$ cat src/rtl/psd_pkg.sv
package psd_pkg;

    localparam int WORD_W  = 32;
    localparam int TYPE_W  = 3;
    localparam int PL_W    = WORD_W - TYPE_W;
    localparam int FIELD_W = 8;
    localparam int RAW_W   = 16;
    localparam int NIB_W   = FIELD_W / 2;

    typedef enum logic [3:0] {
        S_IDLE,
        S_L1,
        S_BC,
        S_POST_BC,
        S_POST_MCC,
        S_POST_FE,
        S_POST_HIT,
        S_POST_FLAG,
        S_HIT_TAIL,
        S_RAW
    } state_e;

    localparam logic [TYPE_W-1:0] T_HDR  = 3'd0;
    localparam logic [TYPE_W-1:0] T_L1   = 3'd1;
    localparam logic [TYPE_W-1:0] T_BC   = 3'd2;
    localparam logic [TYPE_W-1:0] T_FE   = 3'd3;
    localparam logic [TYPE_W-1:0] T_HIT  = 3'd4;
    localparam logic [TYPE_W-1:0] T_FLAG = 3'd5;
    localparam logic [TYPE_W-1:0] T_RAW  = 3'd6;
    localparam logic [TYPE_W-1:0] T_TRL  = 3'd7;

    localparam logic [NIB_W-1:0]   NIB_MCC  = 4'hD;
    localparam logic [NIB_W-1:0]   NIB_FE   = 4'hE;
    localparam logic [NIB_W-1:0]   NIB_FLAG = 4'hF;
    localparam logic [FIELD_W-1:0] TAG_END  = 8'h00;

    typedef struct packed {
        state_e                nxt;
        logic                  emit;
        logic [TYPE_W-1:0]     wtype;
        logic [PL_W-1:0]       pl;
        logic                  ld_fe;
        logic                  ld_row;
    } tag_res_t;

    function automatic logic is_hit_tag(input logic [FIELD_W-1:0] t);
        return (t != TAG_END) && (t[FIELD_W-1 -: NIB_W] < NIB_MCC);
    endfunction

    // Classify one completed field byte in the given field state.
    function automatic tag_res_t decode_tag(input state_e st,
                                            input logic [FIELD_W-1:0] t,
                                            input logic [NIB_W-1:0] fe);
        tag_res_t r;
        logic [NIB_W-1:0] hi;
        logic [NIB_W-1:0] lo;
        logic is_mcc, is_fe, is_flag, is_end, is_hit;
        hi      = t[FIELD_W-1 -: NIB_W];
        lo      = t[NIB_W-1:0];
        is_mcc  = (hi == NIB_MCC);
        is_fe   = (hi == NIB_FE);
        is_flag = (hi == NIB_FLAG);
        is_end  = (t == TAG_END);
        is_hit  = is_hit_tag(t);
        r.nxt    = S_RAW;
        r.emit   = 1'b0;
        r.wtype  = T_RAW;
        r.pl     = '0;
        r.ld_fe  = 1'b0;
        r.ld_row = 1'b0;
        unique case (st)
            S_L1: begin
                r.nxt = S_BC; r.emit = 1'b1; r.wtype = T_L1; r.pl = PL_W'(t);
            end
            S_BC: begin
                r.nxt = S_POST_BC; r.emit = 1'b1; r.wtype = T_BC; r.pl = PL_W'(t);
            end
            S_POST_BC: begin
                if (is_mcc) begin
                    r.nxt = S_POST_MCC; r.emit = 1'b1; r.wtype = T_FLAG;
                    r.pl = {1'b1, {(PL_W-1-NIB_W){1'b0}}, lo};
                end else if (is_fe) begin
                    r.nxt = S_POST_FE; r.emit = 1'b1; r.wtype = T_FE;
                    r.pl = PL_W'(lo); r.ld_fe = 1'b1;
                end
            end
            S_POST_MCC: begin
                if (is_fe) begin
                    r.nxt = S_POST_FE; r.emit = 1'b1; r.wtype = T_FE;
                    r.pl = PL_W'(lo); r.ld_fe = 1'b1;
                end
            end
            S_POST_FE, S_POST_HIT: begin
                if (is_end && st == S_POST_HIT) begin
                    r.nxt = S_IDLE; r.emit = 1'b1; r.wtype = T_TRL;
                end else if (is_fe && st == S_POST_HIT) begin
                    r.nxt = S_POST_FE; r.emit = 1'b1; r.wtype = T_FE;
                    r.pl = PL_W'(lo); r.ld_fe = 1'b1;
                end else if (is_flag) begin
                    r.nxt = S_POST_FLAG; r.emit = 1'b1; r.wtype = T_FLAG;
                    r.pl = {1'b0, fe, {(PL_W-1-2*NIB_W){1'b0}}, lo};
                end else if (is_hit) begin
                    r.nxt = S_HIT_TAIL; r.ld_row = 1'b1;
                end
            end
            S_POST_FLAG: begin
                if (is_end) begin
                    r.nxt = S_IDLE; r.emit = 1'b1; r.wtype = T_TRL;
                end else if (is_fe) begin
                    r.nxt = S_POST_FE; r.emit = 1'b1; r.wtype = T_FE;
                    r.pl = PL_W'(lo); r.ld_fe = 1'b1;
                end
            end
            default: r.nxt = S_RAW;
        endcase
        return r;
    endfunction

endpackage

$ cat src/rtl/psd_pattern_match.sv
module psd_pattern_match #(
    parameter int             LEN     = 5,
    parameter logic [LEN-1:0] PAT     = '0,
    parameter int             MAX_ERR = 0
) (
    input  logic clk_i,
    input  logic rst_ni,
    input  logic clr_i,
    input  logic shift_i,
    input  logic bit_i,
    output logic hit_o
);

    logic [LEN-1:0] sr_q;
    logic [LEN-1:0] window;

    assign window = {sr_q[LEN-2:0], bit_i};

    generate
        if (MAX_ERR == 0) begin : g_exact
            assign hit_o = shift_i && (window == PAT);
        end else begin : g_tolerant
            logic [LEN-1:0] diff;
            assign diff  = window ^ PAT;
            assign hit_o = shift_i && ($countones(diff) <= MAX_ERR);
        end
    endgenerate

    always_ff @(posedge clk_i or negedge rst_ni) begin
        if (!rst_ni)      sr_q <= '0;
        else if (clr_i)   sr_q <= '0;
        else if (shift_i) sr_q <= window;
    end

endmodule

$ cat src/rtl/psd_shift_collect.sv
module psd_shift_collect #(
    parameter int W = 16
) (
    input  logic         clk_i,
    input  logic         rst_ni,
    input  logic         shift_i,
    input  logic         bit_i,
    output logic [W-1:0] nxt_o
);

    logic [W-1:0] sr_q;

    assign nxt_o = {sr_q[W-2:0], bit_i};

    always_ff @(posedge clk_i or negedge rst_ni) begin
        if (!rst_ni)      sr_q <= '0;
        else if (shift_i) sr_q <= nxt_o;
    end

endmodule

$ cat src/rtl/psd_decoder.sv
module psd_decoder
    import psd_pkg::*;
#(
    parameter int                 HDR_LEN     = 5,
    parameter logic [HDR_LEN-1:0] HDR_PAT     = 5'b11101,
    parameter int                 HDR_MAX_ERR = 1,
    parameter int                 TRL_LEN     = 9,
    parameter logic [TRL_LEN-1:0] TRL_PAT     = 9'b1_0000_0000
) (
    input  logic        clk_i,
    input  logic        rst_ni,
    input  logic        mask_i,
    input  logic        bit_en_i,
    input  logic        bit_i,
    input  logic        almost_full_i,
    output logic [31:0] word_o,
    output logic        word_valid_o,
    output logic        trailer_written_o,
    output logic        raw_mode_o
);

    localparam int COLL_W = (RAW_W > 2*FIELD_W) ? RAW_W : 2*FIELD_W;
    localparam int CNT_W  = $clog2(COLL_W + 1);
    localparam logic [CNT_W-1:0] FIELD_LAST = CNT_W'(FIELD_W);
    localparam logic [CNT_W-1:0] TAIL_LAST  = CNT_W'(2*FIELD_W - 1);
    localparam logic [CNT_W-1:0] RAW_LAST   = CNT_W'(RAW_W - 1);

    state_e             st_q, st_d;
    logic [CNT_W-1:0]   cnt_q, cnt_d;
    logic [NIB_W-1:0]   fe_q, fe_d;
    logic [FIELD_W-1:0] row_q, row_d;

    logic               adv;
    logic               hdr_hit, trl_hit;
    logic [COLL_W-1:0]  coll_nxt;
    logic [FIELD_W-1:0] tag;
    tag_res_t           tr;

    logic               emit;
    logic [TYPE_W-1:0]  emit_t;
    logic [PL_W-1:0]    emit_pl;

    logic [WORD_W-1:0]  word_q;
    logic               valid_q, trl_q;

    assign adv = bit_en_i && !mask_i;
    assign tag = coll_nxt[FIELD_W-1:0];

    psd_pattern_match #(
        .LEN(HDR_LEN), .PAT(HDR_PAT), .MAX_ERR(HDR_MAX_ERR)
    ) u_hdr (
        .clk_i  (clk_i),
        .rst_ni (rst_ni),
        .clr_i  (mask_i || (st_q != S_IDLE)),
        .shift_i(adv && (st_q == S_IDLE)),
        .bit_i  (bit_i),
        .hit_o  (hdr_hit)
    );

    psd_pattern_match #(
        .LEN(TRL_LEN), .PAT(TRL_PAT), .MAX_ERR(0)
    ) u_trl (
        .clk_i  (clk_i),
        .rst_ni (rst_ni),
        .clr_i  (mask_i || (st_q != S_RAW)),
        .shift_i(adv && (st_q == S_RAW)),
        .bit_i  (bit_i),
        .hit_o  (trl_hit)
    );

    psd_shift_collect #(.W(COLL_W)) u_coll (
        .clk_i  (clk_i),
        .rst_ni (rst_ni),
        .shift_i(adv),
        .bit_i  (bit_i),
        .nxt_o  (coll_nxt)
    );

    // Next-state and word selection
    always_comb begin
        st_d    = st_q;
        cnt_d   = cnt_q;
        fe_d    = fe_q;
        row_d   = row_q;
        emit    = 1'b0;
        emit_t  = T_HDR;
        emit_pl = '0;
        tr      = decode_tag(st_q, tag, fe_q);
        if (mask_i) begin
            st_d  = S_IDLE;
            cnt_d = '0;
        end else if (bit_en_i) begin
            unique case (st_q)
                S_IDLE: begin
                    if (hdr_hit) begin
                        emit   = 1'b1;
                        emit_t = T_HDR;
                        st_d   = S_L1;
                        cnt_d  = '0;
                    end
                end
                S_HIT_TAIL: begin
                    if (cnt_q == TAIL_LAST) begin
                        emit    = 1'b1;
                        emit_t  = T_HIT;
                        emit_pl = {1'b0, fe_q, row_q, coll_nxt[2*FIELD_W-1:0]};
                        st_d    = S_POST_HIT;
                        cnt_d   = '0;
                    end else begin
                        cnt_d = cnt_q + 1'b1;
                    end
                end
                S_RAW: begin
                    if (trl_hit) begin
                        emit   = 1'b1;
                        emit_t = T_TRL;
                        st_d   = S_IDLE;
                        cnt_d  = '0;
                    end else if (cnt_q == RAW_LAST) begin
                        emit    = 1'b1;
                        emit_t  = T_RAW;
                        emit_pl = PL_W'(coll_nxt[RAW_W-1:0]);
                        cnt_d   = '0;
                    end else begin
                        cnt_d = cnt_q + 1'b1;
                    end
                end
                default: begin
                    if (cnt_q == '0) begin
                        if (bit_i) cnt_d = CNT_W'(1);
                        else       st_d  = S_RAW;
                    end else if (cnt_q == FIELD_LAST) begin
                        cnt_d   = '0;
                        st_d    = tr.nxt;
                        emit    = tr.emit;
                        emit_t  = tr.wtype;
                        emit_pl = tr.pl;
                        if (tr.ld_fe)  fe_d  = tag[NIB_W-1:0];
                        if (tr.ld_row) row_d = tag;
                    end else begin
                        cnt_d = cnt_q + 1'b1;
                    end
                end
            endcase
        end
    end

    // State register
    always_ff @(posedge clk_i or negedge rst_ni) begin
        if (!rst_ni) begin
            st_q  <= S_IDLE;
            cnt_q <= '0;
            fe_q  <= '0;
            row_q <= '0;
        end else begin
            st_q  <= st_d;
            cnt_q <= cnt_d;
            fe_q  <= fe_d;
            row_q <= row_d;
        end
    end

    // Output register
    always_ff @(posedge clk_i or negedge rst_ni) begin
        if (!rst_ni) begin
            word_q  <= '0;
            valid_q <= 1'b0;
            trl_q   <= 1'b0;
        end else begin
            valid_q <= emit && (!almost_full_i || emit_t == T_HDR || emit_t == T_TRL);
            trl_q   <= emit && (emit_t == T_TRL);
            if (emit) word_q <= {emit_t, emit_pl};
        end
    end

    assign word_o            = word_q;
    assign word_valid_o      = valid_q;
    assign trailer_written_o = trl_q;
    assign raw_mode_o        = (st_q == S_RAW);

    a_r9_trl_with_word: assert property (@(posedge clk_i) disable iff (!rst_ni)
        trailer_written_o |-> (word_valid_o && word_o[31:29] == T_TRL && !raw_mode_o));

    a_r10_af_gate: assert property (@(posedge clk_i) disable iff (!rst_ni)
        (adv && almost_full_i) |=>
            (!word_valid_o || word_o[31:29] == T_HDR || word_o[31:29] == T_TRL));

    a_r11_mask_quiet: assert property (@(posedge clk_i) disable iff (!rst_ni)
        mask_i |=> (!word_valid_o && !raw_mode_o));

    a_r11_no_bit_no_word: assert property (@(posedge clk_i) disable iff (!rst_ni)
        !bit_en_i |=> !word_valid_o);

    a_r7_raw_word_in_raw: assert property (@(posedge clk_i) disable iff (!rst_ni)
        (word_valid_o && word_o[31:29] == T_RAW) |-> raw_mode_o);

    a_r1_hdr_enters_l1: assert property (@(posedge clk_i) disable iff (!rst_ni)
        (word_valid_o && word_o[31:29] == T_HDR) |-> (st_q == S_L1 && $past(st_q) == S_IDLE));

endmodule

$ cat config.mk
export PLATFORM = sky130hd
export DESIGN_NAME = psd_decoder
export DESIGN_NICKNAME = d
export VERILOG_FILES = /design/src/rtl/psd_pkg.sv /design/src/rtl/psd_pattern_match.sv /design/src/rtl/psd_shift_collect.sv /design/src/rtl/psd_decoder.sv
export SDC_FILE = /design/constraint.sdc
export NUM_CORES = 1
export LEC_CHECK = 0
export ABC_AREA = 1
export BUFFER_PORTS_ARGS = -buffer_cell sky130_fd_sc_hd__buf_2
export CORE_MARGIN = 4
export CORE_UTILIZATION = 59
export DETAILED_ROUTE_END_ITERATION = 7
export MAX_ROUTING_LAYER = met4
export PLACE_DENSITY = 0.84
export SLEW_MARGIN = 20
export SYNTH_ARGS = -nofsm -noshare
export SYNTH_HDL_FRONTEND = slang
export SYNTH_SLANG_ARGS = --single-unit
$ cat constraint.sdc
create_clock -name clk_i -period 2.7 [get_ports clk_i]
set_input_delay 0.27 -clock clk_i [delete_from_list [all_inputs] [get_ports clk_i]]
set_output_delay 0.27 -clock clk_i [all_outputs]
set_load 0.05 [all_outputs]
; ---- Word-level counts from Yosys, hierarchy flattened
; Cells that the tools add are included.
[op_classes]
addsub = 5
multipliers = 0
div_mod_pow = 0
magnitude_cmp = 2
n_eq_ne = 22
shifts = 0
muxes = 65
n_bitwise = 4
n_reduce_logical = 32
[op_table]
columns = op, count
row1 = $pmux 33 s6, 1
row2 = $mux 29, 4
row3 = $pmux 29 s3, 1
row4 = $mux 37, 2
row5 = $mux 4, 11
row6 = $mux 5, 8
row7 = $mux 38, 1
row8 = $mux 33, 1
row9 = $add 32x1->32, 1
row10 = $add 32x32->32, 1
row11 = $le 32x2->1 const B, 1
row12 = $mux 16, 2
row13 = $mux 8, 4
row14 = $mux 31, 1
row15 = $mux 30, 1
row16 = $mux 28, 1
row17 = $pmux 4 s6, 1
row18 = $mux 3, 7
row19 = $eq 4x4->1 const B, 5
row20 = $reduce_and 6->1, 3
row21 = $eq 4x3->1 const B, 4
row22 = $pmux 5 s3, 1
row23 = $mux 1, 14
row24 = $ne 6x5->1 const B, 2
row25 = other kinds (31), 52
[totals]
ff_bits = 82
latch_bits = 0
ramBits = 0
mem_bits_ro = 0
wordCells = 140
memories = 0

; ---- Longest topological paths before layout
[logic_depth]
word_depth = 16
ltp_mapped = 15
ltp_nobuf = 14

; ---- By module
; A second synthesis with hierarchy kept.
[hier_totals]
cells_unflattened = 531
area_unflattened_um2 = 4236.6
[modules_own_cells]
columns = mod, instances, cells_each, area_per_inst_um2, seq_area_each_um2
row1 = psd_decoder, 1, 396, 3010.4, 1376.3
row2 = psd_shift_collect, 1, 65, 628.1, 375.4
row3 = psd_pattern_match (u_trl), 1, 42, 374.1, 200.2
row4 = psd_pattern_match (u_hdr), 1, 28, 224.0, 100.1

; ---- Worst setup path after synthesis
; OpenSTA, ideal clock, no wires.
[synth_timing]
path_kind = register to register
from = reg u_hdr.sr_q[0]
to = reg st_q[1]
setup_ps = 82
arrival_time_ps = 2248
t_required_ps = 2618
setup_slack_ps = 370
path_stages_with_launch = 11
path_buffers = 0
period_less_slack_ps = 2330
cell_sequence = dfrtp_1 -> ha_1 -> inv_1 -> fa_1 -> fa_1 -> nand3_1 -> nand3_1 -> o211ai_1 -> nor2_4 -> nand3_1 -> o22ai_1
[synth_via]
elab_chain_cells = 7
[synth_rtl]
columns = element, line_no
row1 = from (decl), psd_pattern_match.sv:14  ; logic [LEN-1:0] sr_q;
row2 = from (signal assigned), psd_pattern_match.sv:32  ; else if (shift_i) sr_q <= window;
row3 = $add 1x1->2 (not written as such), psd_pattern_match.sv:25  ; assign hit_o = shift_i && ($countones(diff) <= MAX_ERR);
row4 = $add 32x32->32 (not written as such), psd_pattern_match.sv:25
row5 = $add 32x1->32 (not written as such), psd_pattern_match.sv:25
row6 = $le 32x2->1, psd_pattern_match.sv:25
row7 = $logic_and 1x1->1, psd_pattern_match.sv:25
row8 = $ne 3x3->1 (no source line), --
row9 = $reduce_and 6->1 (no source line), --
row10 = to (signal assigned), psd_decoder.sv:156  ; st_q <= st_d;
row11 = to (decl), psd_decoder.sv:28  ; state_e st_q, st_d;
; No other way between the ends.
; A chain may end at the register's enable or synchronous reset.

; ---- Final worst setup path
; Ends and elaborated chain as after synthesis.

==> impl_metrics.tcl <==
set metrics [dict create \
    drive_above_1_share_pct 17.3 \
    clock_path_buffers 2 \
    power.density_nw_per_um2 857 \
    required_ns 2.98 \
    synth_top_area_share_pct 49.8 \
    antenna_found_initial 0 \
    yosysTopAreaCell "dfrtp_1" \
    syn2layout_area_growth_pct 12.4 \
    slew_headroom_pct 66.4 \
    place_congestion 0.904 \
    die_x_um 91.5 \
    period_minus_slack_ns 2.65 \
    worstPathMaxFanout 6 \
    synth.most_common_cell "nand2_1" \
    cp-start-kind "flop" \
    yosysWarnings 0 \
    grt_pass1_wl_um 15900 \
    root_buffer "clkbuf_8" \
    synth_cells 508 \
    ys_seq_area_share_pct 49.8 \
    synth_edf_count 0 \
    hold_class "input pin to flop" \
    hold_viol 0 \
    dieHeight_um 91.5 \
    placed_cell_area_um2 4390 \
    cts_buffers 9 \
    place_hpwl_um 6720 \
    drc_errors 0 \
    synth_cell_types 35 \
    vias 3573 \
    syn_avg_cell_area_um2 8.10 \
    initial_core_util_pct 60.6 \
    netlist_top_cells_area "dfrtp_1 (50%), nand2_1 (15%), inv_1 (5.0%)" \
    fillers 549 \
    die-area_um2 8380 \
    cts_tree "done" \
    core-area_um2 6790 \
    max_slew.worst_pin.slew_ns 0.502 \
    ios 41 \
    setup_viol 0 \
    drv_cap 0 \
    endpoint_kind "flop" \
    slew_violations 0 \
    cp.arrival_ns 2.93 \
    grt_pass1_vias 3400 \
    clk_latency_ns 0.36 \
    fin_crit_sh_pct 98.3 \
    synth_ff_type "dfrtp_1" \
    synth_area_um2 4120 \
    design_area_um2 4630 \
    ir_drop_mv 0.550 \
    viasPerCell 5.45 \
    fin_setup_tns_ns 0 \
    final_core_util_pct 68.1 \
    synth_commonest_cells "nand2_1 (161), dfrtp_1 (82), inv_1 (55)" \
    fmax_mhz 377 \
    worstSetupPathType "flop to flop" \
    grt_use_total_pct 24.3 \
    ys_ff_latch 82 \
    synth_nets 522 \
    diodes 0 \
    grt-ovfl-total 0 \
    port_buffers 40 \
    p_leak_nw 2.41 \
    cts_htree_levels 3 \
    clk_pin_slew_ns 0.09 \
    final_nets 569 \
    fin_skew_ns 0.0114 \
    status "finished, final reports clean" \
    rows 30 \
    drt_iter0_markers 363 \
    wl_um 9450 \
    power_mw 3.96 \
    async_reset_ff_share_pct 100 \
    ant_nets 0 \
    grt_max_degree 83 \
    drt_pass1_iterations 6 \
    wl_per_cell_um 14.4 \
    clock_sinks 82 \
]
## path summary, 6_finish.rpt
kind,slack (ns),start,depth (start not counted),endpoint
max,0.05,u_hdr.sr_q[0],10,st_q[1]
min,0.18,mask_i,2,word_o[29]
max reg2reg,0.05,u_hdr.sr_q[0],10,st_q[1]
min reg2reg,0.47,word_o[16],2,word_o[16]
max in group asynchronous,1.78,rst_ni,3,u_coll.sr_q[1]
min in group asynchronous,0.34,rst_ni,2,u_hdr.sr_q[1]
## through the flow
stage	setup slack (ns)	hold WS, ns	cells
after global routing	-0.0474	0.190	656
after detailed placement	0.0120	0.454	637
final	0.0467	0.178	656
after CTS	0.122	0.111	653
after floorplan	0.370	-0.0256	508
after global placement	0.163	0.449	637
## report_power, final
| part | total (mW) | switching (mW) | internal (mW) | leakage (nW) |
|---|---|---|---|---|
| clock | 0.816 | 0.473 | 0.343 | 0.0771 |
| sequential | 1.48 | 0.114 | 1.37 | 1.12 |
| combinational | 1.67 | 1.22 | 0.451 | 1.21 |
## worst max-delay path: stages (launching register included)
cell and delay [ns]:
dfrtp_1 0.40, ha_1 0.28, inv_1 0.05, fa_1 0.43
fa_1 0.50, nand3_2 0.11, nand3_1 0.11, o211ai_1 0.15
nor2_4 0.22, nand3_1 0.15, o22ai_1 0.16
## area by class of cell
class	count	area, um^2	share of cell area [%]
flip-flops and latches	82	2050	44.3
multi-input cells	354	1770	38.3
repair buffers	46	270	5.84
inverters	62	235	5.08
clock buffers	10	128	2.76
well taps	96	120	2.60
clock inverters	6	50.0	1.08
## kinds of logic (layout without fill, tap and decap cells)
kind of cell	count (synthesis)	in the layout	share of synthesized area, %
AND/OR/NAND/NOR	261	261	27.8
AO/OA/AOI/OAI	84	84	11.8
flip-flops	82	82	49.8
buffers and inverters	72	124	7.51
adder cells (fa/ha/maj)	8	8	2.80
XOR/XNOR	1	1	0.213
## sequential cells by signal, summed over array words and instances, names as in the netlist
name               cells
trailer_written_o      1
word_o                32
u_hdr.sr_q             4
cnt_q                  5
u_coll.sr_q           15
u_trl.sr_q             8
fe_q                   4
st_q                   4
word_valid_o           1
row_q                  8
## cells in the final DEF, fill, tap and decap left out, types with 2 or more instances in the layout
cell type	netlist	routed
o21ai_1	13	13
o21ai_0	29	29
fa_1	2	2
nand3_2	2	3
nand4_1	8	8
clkbuf_8	0	9
dfrtp_1	82	82
o22ai_1	14	13
buf_2	2	39
a21oi_1	13	13
nand2_1	161	161
ha_1	6	6
nor2_1	37	37
nand2_2	7	7
o21ai_2	6	6
inv_1	55	55
inv_2	6	6
nor2_4	4	5
buf_4	1	5
o21bai_1	2	2
nor2_2	6	5
nand3b_1	3	3
nand3_1	30	29
o211ai_1	2	2
clkinvlp_4	0	4
## metal layers
metal	share of wire (%)	routed length (um)	GRT usage, %	vias up
met5	0	0	-	-
met4	1.4	129	8.79	0
met3	5.8	546	3.48	15
met2	49	4620	38.0	135
met1	44	4150	32.3	1695
li1	-	-	-	1728
## timing repair
item                                    4_1_cts  5_1_grt
endpoints found under the setup margin        0        2
setup buffers                                 0        1
hold buffers                                  0        1
resized for setup                             0        3
hold endpoints to repair                      0       20
(Power assumes the default switching activity.)
